## config.mk

```make
export PLATFORM = sky130hd
export DESIGN_NAME = pwm_fast_timer
export DESIGN_NICKNAME = d
export VERILOG_FILES = /design/src/rtl/pwm_timer_pkg.sv /design/src/rtl/pwm_timer_ctrl.sv /design/src/rtl/pwm_timer_core.sv /design/src/rtl/pwm_fast_timer.sv
export SDC_FILE = /design/constraint.sdc
export NUM_CORES = 1
export LEC_CHECK = 0
export BUFFER_PORTS_ARGS = -buffer_cell sky130_fd_sc_hd__buf_2
export CORE_UTILIZATION = 30
export CTS_BUF_LIST = sky130_fd_sc_hd__clkbuf_8
export DETAILED_ROUTE_END_ITERATION = 16
export PLACE_DENSITY = 0.55
export SYNTH_ARGS = -nofsm -noshare
export SYNTH_HDL_FRONTEND = slang
export SYNTH_SLANG_ARGS = --single-unit
```

## constraint.sdc

```tcl
create_clock -name clk -period 3.2 [get_ports clk]
set_input_delay 0.64 -clock clk [delete_from_list [all_inputs] [get_ports clk]]
set_output_delay 0.64 -clock clk [all_outputs]
set_load 0.02 [all_outputs]
```

## src/rtl/pwm_timer_pkg.sv

```systemverilog
package pwm_timer_pkg;

  localparam int CS_W       = 3;
  localparam int MODE_LSB   = 4;
  localparam int PS_LOG2MAX = 10;
  localparam int PS_W       = PS_LOG2MAX;

  localparam int ADDR_CTRL = 0;
  localparam int ADDR_TOP  = 1;
  localparam int ADDR_CMP0 = 2;

  typedef enum logic [CS_W-1:0] {
    CS_STOP     = 3'b000,
    CS_DIV1     = 3'b001,
    CS_DIV8     = 3'b010,
    CS_DIV64    = 3'b011,
    CS_DIV256   = 3'b100,
    CS_DIV1024  = 3'b101,
    CS_EXT_FALL = 3'b110,
    CS_EXT_RISE = 3'b111
  } clkSel_e;

  typedef enum logic [1:0] {
    OM_OFF    = 2'b00,
    OM_RSVD   = 2'b01,
    OM_NONINV = 2'b10,
    OM_INV    = 2'b11
  } outMode_e;

  typedef struct packed {
    logic tick;
    logic halted;
  } tmrStrobe_t;

  function automatic int divShift(clkSel_e sel);
    case (sel)
      CS_DIV8:    return 3;
      CS_DIV64:   return 6;
      CS_DIV256:  return 8;
      CS_DIV1024: return PS_LOG2MAX;
      default:    return 0;
    endcase
  endfunction

endpackage

```

## src/rtl/pwm_timer_ctrl.sv

```systemverilog
module pwm_timer_ctrl
  import pwm_timer_pkg::*;
#(
  parameter int CNT_W  = 16,
  parameter int NUM_CH = 2,
  parameter int ADDR_W = 3
) (
  input  logic                           clk,
  input  logic                           rstN,
  input  logic                           wrEn,
  input  logic [ADDR_W-1:0]              wrAddr,
  input  logic [CNT_W-1:0]               wrData,
  input  logic                           extClk,
  output tmrStrobe_t                     strb,
  output logic [CNT_W-1:0]               shTop,
  output logic [NUM_CH-1:0][CNT_W-1:0]   shCmp,
  output logic [NUM_CH-1:0][1:0]         chMode
);

  clkSel_e        clkSel;
  logic [PS_W-1:0] psCnt;
  logic [PS_W-1:0] psLim;
  logic            intDiv;
  logic            divTick;
  logic [2:0]      extSync;
  logic            extRise;
  logic            extFall;

  // control register
  always_ff @(posedge clk or negedge rstN) begin
    if (!rstN) begin
      clkSel <= CS_STOP;
      chMode <= '0;
    end else if (wrEn && wrAddr == ADDR_W'(ADDR_CTRL)) begin
      clkSel <= clkSel_e'(wrData[CS_W-1:0]);
      for (int ch = 0; ch < NUM_CH; ch++)
        chMode[ch] <= wrData[MODE_LSB+2*ch +: 2];
    end
  end

  // shadow ceiling and thresholds
  always_ff @(posedge clk or negedge rstN) begin
    if (!rstN) begin
      shTop <= '0;
      shCmp <= '0;
    end else if (wrEn) begin
      if (wrAddr == ADDR_W'(ADDR_TOP)) shTop <= wrData;
      for (int ch = 0; ch < NUM_CH; ch++)
        if (wrAddr == ADDR_W'(ADDR_CMP0 + ch)) shCmp[ch] <= wrData;
    end
  end

  // internal prescaler
  always_comb begin
    intDiv = (clkSel == CS_DIV1) || (clkSel == CS_DIV8) || (clkSel == CS_DIV64) ||
             (clkSel == CS_DIV256) || (clkSel == CS_DIV1024);
    psLim  = PS_W'((1 << divShift(clkSel)) - 1);
  end

  assign divTick = intDiv && (psCnt >= psLim);

  always_ff @(posedge clk or negedge rstN) begin
    if (!rstN)                  psCnt <= '0;
    else if (!intDiv || divTick) psCnt <= '0;
    else                        psCnt <= psCnt + 1'b1;
  end

  // external clock: two synchroniser stages plus one history stage
  always_ff @(posedge clk or negedge rstN) begin
    if (!rstN) extSync <= '0;
    else       extSync <= {extSync[1:0], extClk};
  end

  assign extRise = extSync[1] & ~extSync[2];
  assign extFall = ~extSync[1] & extSync[2];

  always_comb begin
    strb.halted = (clkSel == CS_STOP);
    strb.tick   = divTick ||
                  (clkSel == CS_EXT_RISE && extRise) ||
                  (clkSel == CS_EXT_FALL && extFall);
  end


  tick_gap_chk: assert property (@(posedge clk) disable iff (!rstN)
    (strb.tick && clkSel != CS_DIV1 && clkSel != CS_STOP) |=>
      (!strb.tick || clkSel != $past(clkSel)));


  halt_no_tick_chk: assert property (@(posedge clk) disable iff (!rstN)
    (clkSel == CS_STOP) |-> !strb.tick);

endmodule

```

## src/rtl/pwm_timer_core.sv

```systemverilog
module pwm_timer_core
  import pwm_timer_pkg::*;
#(
  parameter int CNT_W  = 16,
  parameter int NUM_CH = 2
) (
  input  logic                         clk,
  input  logic                         rstN,
  input  tmrStrobe_t                   strb,
  input  logic [CNT_W-1:0]             shTop,
  input  logic [NUM_CH-1:0][CNT_W-1:0] shCmp,
  input  logic [NUM_CH-1:0][1:0]       chMode,
  output logic [NUM_CH-1:0]            waveOut,
  output logic [NUM_CH-1:0]            drive
);

  logic [CNT_W-1:0]             cnt;
  logic [CNT_W-1:0]             actTop;
  logic [NUM_CH-1:0][CNT_W-1:0] actCmp;
  logic [NUM_CH-1:0]            phase;
  logic                         atTop;
  logic                         wrapNow;
  logic                         loadAct;

  assign atTop   = (cnt == actTop);
  assign wrapNow = strb.tick && atTop;
  assign loadAct = strb.halted || wrapNow;

  always_ff @(posedge clk or negedge rstN) begin
    if (!rstN)            cnt <= '0;
    else if (strb.halted) cnt <= '0;
    else if (strb.tick)   cnt <= atTop ? '0 : cnt + 1'b1;
  end

  always_ff @(posedge clk or negedge rstN) begin
    if (!rstN) begin
      actTop <= '0;
      actCmp <= '0;
    end else if (loadAct) begin
      actTop <= shTop;
      actCmp <= shCmp;
    end
  end

  always_ff @(posedge clk or negedge rstN) begin
    if (!rstN) phase <= '0;
    else begin
      for (int ch = 0; ch < NUM_CH; ch++) begin
        if (strb.halted || wrapNow)
          phase[ch] <= 1'b1;
        else if (strb.tick && cnt == actCmp[ch] && actCmp[ch] != actTop)
          phase[ch] <= 1'b0;
      end
    end
  end

  for (genvar ch = 0; ch < NUM_CH; ch++) begin : gCh
    assign waveOut[ch] = (chMode[ch] == OM_INV) ? ~phase[ch] : phase[ch];
    assign drive[ch]   = chMode[ch][1];


    match_ignored_chk: assert property (@(posedge clk) disable iff (!rstN)
      $fell(phase[ch]) |-> ($past(actCmp[ch]) != $past(actTop)));
  end


  cnt_range_chk: assert property (@(posedge clk) disable iff (!rstN)
    cnt <= actTop);


  wrap_chk: assert property (@(posedge clk) disable iff (!rstN)
    (strb.tick && cnt == actTop) |=> (cnt == '0));


  step_chk: assert property (@(posedge clk) disable iff (!rstN)
    (strb.tick && cnt != actTop) |=> (cnt == CNT_W'($past(cnt) + 1'b1)));


  hold_top_chk: assert property (@(posedge clk) disable iff (!rstN)
    (!strb.halted && !(strb.tick && cnt == actTop)) |=> $stable(actTop));


  halt_bottom_chk: assert property (@(posedge clk) disable iff (!rstN)
    strb.halted |=> (cnt == '0 && phase == '1));

endmodule

```

## src/rtl/pwm_fast_timer.sv

```systemverilog
module pwm_fast_timer
  import pwm_timer_pkg::*;
#(
  parameter int CNT_W  = 16,
  parameter int NUM_CH = 2,
  parameter int ADDR_W = 3
) (
  input  logic              clk,
  input  logic              rstN,
  input  logic              wrEn,
  input  logic [ADDR_W-1:0] wrAddr,
  input  logic [CNT_W-1:0]  wrData,
  input  logic              extClk,
  input  logic [NUM_CH-1:0] outEn,
  input  logic [NUM_CH-1:0] portVal,
  output logic [NUM_CH-1:0] pwmPin
);

  tmrStrobe_t                   strb;
  logic [CNT_W-1:0]             shTop;
  logic [NUM_CH-1:0][CNT_W-1:0] shCmp;
  logic [NUM_CH-1:0][1:0]       chMode;
  logic [NUM_CH-1:0]            waveOut;
  logic [NUM_CH-1:0]            drive;

  pwm_timer_ctrl #(.CNT_W(CNT_W), .NUM_CH(NUM_CH), .ADDR_W(ADDR_W)) uCtrl (
    .clk(clk), .rstN(rstN), .wrEn(wrEn), .wrAddr(wrAddr), .wrData(wrData),
    .extClk(extClk), .strb(strb), .shTop(shTop), .shCmp(shCmp), .chMode(chMode)
  );

  pwm_timer_core #(.CNT_W(CNT_W), .NUM_CH(NUM_CH)) uCore (
    .clk(clk), .rstN(rstN), .strb(strb), .shTop(shTop), .shCmp(shCmp),
    .chMode(chMode), .waveOut(waveOut), .drive(drive)
  );

  for (genvar ch = 0; ch < NUM_CH; ch++) begin : gPin
    assign pwmPin[ch] = (drive[ch] && outEn[ch]) ? waveOut[ch] : portVal[ch];
  end

endmodule

```

Yosys cells after proc, flatten, opt, wreduce, memory -nomap -nowiden
Cells that the tools add are included.

storage, ports and cells
  register bits after elaboration = 134
  latch bits = 0
  RAM bits = 0
  bits in read-only memories = 0
  logic and storage cells = 83
  memories = 0

operators by class
  add/subtract/negate cells = 3
  multiply operators = 0
  div/mod/pow operators = 0
  order comparisons = 1
  eq/ne operators = 17
  shifts and indexed selects = 1
  mux-type cells = 13
  bitwise gates (word level) = 6
  reductions and logical operators = 28

operator list
  operator               number
  $eq 16x16->1           3
  $mux 16                3
  $ne 16x16->1           2
  $add 16x1->16 const B  1
  $pmux 4 s4             1
  $eq 3x2->1 const B     4
  $eq 3x3->1 const B     4
  $logic_and 1x1->1      11
  $add 10x1->10 const B  1
  $ge 10x10->1           1
  $mux 10                1
  $shl 1x4->10 const A   1
  $sub 10x2->10 const B  1
  $logic_or 1x1->1       8
  $mux 1                 8
  $eq 3x1->1 const B     2
  $logic_not 3->1        2
  $reduce_and 2->1       3
  $reduce_bool 2->1      3
  $eq 2x2->1 const B     2
  $not 1->1              4
  $and 1x1->1            2
  $logic_not 1->1        1

Depth between registers and ports, before layout
  depth in word-level cells = 12
  gate-level depth with buffers = 15
  gate-level depth less buffers = 14

Cells and area by module
A second synthesis with hierarchy kept.

unflattened totals
  cells, all modules = 522
  area total of the unflattened synthesis = 6836.6 um^2

by module, submodules not included
  module          times used  cells each  area an instance (um^2)  sequential area each (um^2)
  pwm_timer_core  1           309         3870.0                   1651.6
  pwm_timer_ctrl  1           209         2929.1                   1701.6
  pwm_fast_timer  1           4           37.5                     0.0

Worst setup path after synthesis
No wires, ideal clock.

  path kind = reg2reg
  start point = register uCtrl.clkSel[1]
  end point = register uCore.actCmp[12] in the netlist's numbering
  setup time = 0.128 ns
  arrival = 3.275 ns
  data required time = 3.072 ns
  setup slack = -0.202 ns
  stages on the path, launching flop included = 15
  buffers on the path = 2
  clock period less this slack = 3.402 ns
  cells stage by stage = dfrtp_1 > buf_2 > inv_1 > ha_1 > and2_1 > o32ai_1 > or2_2 > ha_1 > nand2b_1 > a21o_1 > a21oi_1 > a21oi_1 > a21oi_4 > buf_6 > mux2_1

between the ends
  cells in the longest elaborated chain, start to end = 10

RTL lines
  element                                                   RTL line                                    source
  start, declared                                           pwm_timer_ctrl.sv:20                        clkSel_e clkSel;
  start signal, assigned                                    pwm_timer_ctrl.sv:35                        clkSel <= clkSel_e'(wrData[CS_W-1:0]);
  $eq 3x3->1 (tied with other cells)                        pwm_timer_pkg.sv:36, pwm_timer_ctrl.sv:56
  $pmux 4 s4 / $logic_or 1x1->1 (equally long branches)     pwm_timer_pkg.sv:36, pwm_timer_ctrl.sv:55
  $shl 1x4->10 / $logic_or 1x1->1 (equally long branches)   pwm_timer_ctrl.sv:57, pwm_timer_ctrl.sv:55
  $sub 10x2->10 / $logic_or 1x1->1 (equally long branches)  pwm_timer_ctrl.sv:57, pwm_timer_ctrl.sv:55
  $ge 10x10->1 / $logic_or 1x1->1 (equally long branches)   pwm_timer_ctrl.sv:60, pwm_timer_ctrl.sv:56
  $logic_and 1x1->1                                         pwm_timer_ctrl.sv:60                        assign divTick = intDiv && (psCnt >= psLim);
  $logic_or 1x1->1                                          pwm_timer_ctrl.sv:79                        strb.tick = divTick ||
  $logic_or 1x1->1                                          pwm_timer_ctrl.sv:80                        (clkSel == CS_EXT_RISE && extRise) ||
  $logic_and 1x1->1                                         pwm_timer_core.sv:26                        assign wrapNow = strb.tick && atTop;
  $logic_or 1x1->1 *                                        pwm_timer_core.sv:27                        assign loadAct = strb.halted || wrapNow;
  end signal, assigned                                      pwm_timer_core.sv:41                        actCmp <= shCmp;
  end, declared                                             pwm_timer_core.sv:19                        logic [NUM_CH-1:0][CNT_W-1:0] actCmp;

Mark *: on every way between the ends. The rest lies on a longest branch, timed or not.
A chain may end at the register's enable or synchronous reset.

Worst setup path in the final report
  start point = register uCtrl.clkSel[2]
  end point = register uCore.actCmp[2] in the netlist's numbering

The elaborated chain is that of the path after synthesis.

==> metrics.md <==
| Metric | Value |
|---|---|
| GRT Overall Usage | `14.5%` |
| Outcome | `complete, no violations` |
| Final Power | `6620 uW` |
| Worst min path class | `primary input to async pin` |
| Vias in the first global route | `4,864` |
| Number of synthesized flops with an enable pin | `0` |
| Rel. slew slack | `43.2%` |
| Placer Congestion | `0.911` |
| Most frequent CP cell | `a21oi_4` |
| Global route overflow | `0` |
| Clock Path Buffers | `2` |
| Max-cap violations | `0` |
| Clk sink count | `134` |
| DRT Pass-1 Iters | `4` |
| Worst Path Required | `3.53 ns` |
| Slowest Stage Delay on Critical Path | `0.45 ns` |
| Most common cell after layout, fill and taps aside | `dfrtp_1` |
| Via count | `4,638` |
| FP Rows | `55` |
| Antenna diode count | `0` |
| CTS buffer count | `17` |
| Finished Core Util | `36.7%` |
| WS Path Type | `flip-flop to flip-flop` |
| Layout cells sized above 1 | `37.6%` |
| Tcrit/Tclk final | `98.9%` |
| Unrepaired setup endpoints after global routing | `true` |
| Lkg Pwr | `0.00363 uW` |
| First-pass GRT wire length | `26,600 um` |
| Critical path capture point type | `flip-flop` |
| Critical path's top delay family | `compound AO/OA/AOI/OAI gates` |
| Yosys reg bits | `134` |
| Worst-Margin Slew | `0.848 ns` |
| Post-synthesis cell area | `0.00698 mm2` |
| TritonCTS clock tree | `yes` |
| Sequential share of the synthesized area | `48.1%` |
| Syn Inst Count | `569` |
| Synth unique cells | `51` |
| Setup_tns | `0 ns` |
| Ys flop type | `dfrtp_1` |
| Top-Level Pins | `29` |
| Vias per cell | `5.02` |
| Tmin final | `3.16 ns` |
| Worst Skew | `0.0141 ns` |
| DP Area | `0.00756 mm2` |
| Multi-input logic area | `0.00360 mm2` |
| DRT antenna net count | `0` |
| Synth warn | `0` |
| Post-DR wirelength/cell | `18.0 um` |
| WP buf/inv | `3` |
| Hpwl dp | `11,300 um` |
| Drt initial violations | `316` |
| I/O Buffers | `28` |
| Antenna violations before repair | `0` |
| Most frequent cells in the layout | `dfrtp_1, xnor2_1, mux2_2, mux2_4, xor2_1` |
| Largest net degree at the start of global routing | `59` |
| Area occupied by registers | `0.00336 mm2` |
| Die Ht | `154 um` |
| Crit path cell chain | `inv_2 > ha_4 > a31oi_2 > o32ai_4 > or2_4 > ha_1 > nand2b_1 > a21o_1 > a21oi_4 > a21oi_4 > a21oi_4 > buf_6 > clkbuf_16 > mux2_4` |
| Worst vdd ir | `0.000379 V` |
| DIE AREA | `0.0239 mm2` |
| Pwr/cell area | `795 mW/mm2` |
| Dpl ws | `-0.0141 ns` |
| FMAX | `316 MHz` |
| Syn_area_per_cell | `12.3 um2` |
| Arrival @ worst endpoint | `3.50 ns` |
| Clock Latency Late Sink | `0.45 ns` |
| Root Driver | `clkbuf_8` |
| Worst setup margin | `0.0355 ns` |
| Final wirelength | `16,700 um` |
| H-Tree Level Count | `4` |
| Final Hold Fails | `0` |
| Initial Util | `30.7%` |
| Reg clk slew, reported paths | `0.09 ns` |
| Syn-to-layout area delta | `19.3%` |
| Syn Nets | `611` |
| Layout filler cell count | `2,169` |
| CP Max Fanout | `6` |
| Die W | `154 um` |
| DRC violation count after routing | `0` |
| Final #Nets | `668` |
| Slowest CP cell | `dfrtp_2` |
| Startpoint Class | `flip-flop` |
| Final setup fails | `0` |
| Ys async rst share | `100%` |
| Design area | `0.00833 mm2` |
| Slew Limit Fails | `0` |
| CORE AREA | `0.0227 mm2` |
[synth_stat cells (2+ instances only)]
| library cell | number | area, um2 |
|---|---|---|
| a211oi_1 | 2 | 15.0 |
| a21o_1 | 2 | 15.0 |
| a21oi_1 | 16 | 80.1 |
| a31oi_1 | 6 | 37.5 |
| a32o_1 | 2 | 20.0 |
| and2_1 | 2 | 12.5 |
| and3_1 | 3 | 18.8 |
| buf_1 | 2 | 7.51 |
| buf_2 | 13 | 65.1 |
| buf_6 | 5 | 56.3 |
| clkbuf_1 | 12 | 45.0 |
| dfrtp_1 | 134 | 3350 |
| ha_1 | 15 | 188 |
| inv_1 | 6 | 22.5 |
| mux2_1 | 2 | 22.5 |
| mux2_2 | 53 | 597 |
| mux2_4 | 46 | 691 |
| nand2_1 | 22 | 82.6 |
| nand2b_1 | 4 | 25.0 |
| nand3_1 | 13 | 65.1 |
| nand3b_1 | 2 | 15.0 |
| nand4_1 | 19 | 119 |
| nor2_1 | 26 | 97.6 |
| nor2b_1 | 3 | 18.8 |
| nor3_1 | 5 | 25.0 |
| nor4_1 | 12 | 75.1 |
| nor4_4 | 2 | 42.5 |
| o211ai_1 | 6 | 45.0 |
| o21ai_0 | 11 | 55.1 |
| o31ai_1 | 3 | 22.5 |
| o32ai_1 | 2 | 17.5 |
| o41ai_1 | 5 | 43.8 |
| or2_2 | 3 | 18.8 |
| or3_1 | 3 | 18.8 |
| xnor2_1 | 53 | 464 |
| xor2_1 | 39 | 342 |
[worst paths after layout]
check	from	to	slack, ns	cells after the start
max	uCtrl.clkSel[2]	uCore.actCmp[2]	0.04	14
min	rstN	uCtrl.psCnt[8]	0.14	1
max reg2reg	uCtrl.clkSel[2]	uCore.actCmp[2]	0.04	14
min reg2reg	uCtrl.extSync[0]	uCtrl.extSync[1]	0.34	0
max in group asynchronous	rstN	uCore.actCmp[12]	2.32	2
min in group clk	extClk	uCtrl.extSync[0]	0.30	1
[sequential cells by signal (all words and copies together), names as in the netlist]
signal	flops
uCore.phase	2
uCore.actTop	16
uCtrl.shTop	16
uCtrl.clkSel	3
uCtrl.chMode	4
uCore.actCmp	32
uCtrl.shCmp	32
uCtrl.extSync	3
uCore.cnt	16
uCtrl.psCnt	10
[layout make-up]
type / instances / share of cell area (%)
inverter: 6 / 0.301
sequential: 134 / 40.3
clock buffer: 19 / 3.14
timing repair buffer: 71 / 7.57
clock inverter: 13 / 1.17
tap: 285 / 4.28
multi-input combinational: 396 / 43.2
[report_power, final]
part / total [uW] / internal (uW) / switching (uW) / leakage, uW
logic: 2490 / 1460 / 1030 / 0.00181
registers: 2840 / 2180 / 653 / 0.00165
clock network: 1290 / 584 / 707 / 0.000175
[per-layer routing]
metal | track usage (%) | share of wire, % | up-vias
li1 | - | - | 2149
met1 | 18.5 | 45 | 2363
met2 | 23.6 | 49 | 103
met3 | 4.01 | 3.8 | 23
met4 | 5.33 | 2.1 | 0
met5 | 0 | 0 | -
[timing repair]
| action | 4_1_cts | 5_1_grt |
|---|---|---|
| hold buffers | 0 | 0 |
| endpoints found under the setup margin | 47 | 71 |
| setup buffers | 5 | 7 |
| gates cloned | 2 | 4 |
| resized for setup | 14 | 32 |
| pin swaps | 3 | 15 |
[cell families (layout without fill, tap and decap cells)]
logic type | after synthesis | in the layout | synth area share [%]
AO/OA/AOI/OAI | 63 | 63 | 6.15
buffers and inverters | 39 | 109 | 2.89
XOR/XNOR | 92 | 92 | 11.5
adder cells (fa/ha/maj) | 15 | 15 | 2.69
AND/OR/NAND/NOR | 125 | 125 | 9.88
flip-flops | 134 | 134 | 48.1
multiplexers | 101 | 101 | 18.8
[metrics by stage]
step           hold WS, ns  instances
2_1_floorplan        0.331        569
3_3_place_gp         0.334        876
3_5_place_dp         0.341        876
4_1_cts              0.131        915
5_1_grt              0.143        924
6_report             0.140        924
Power figures use the tool's default switching activity.
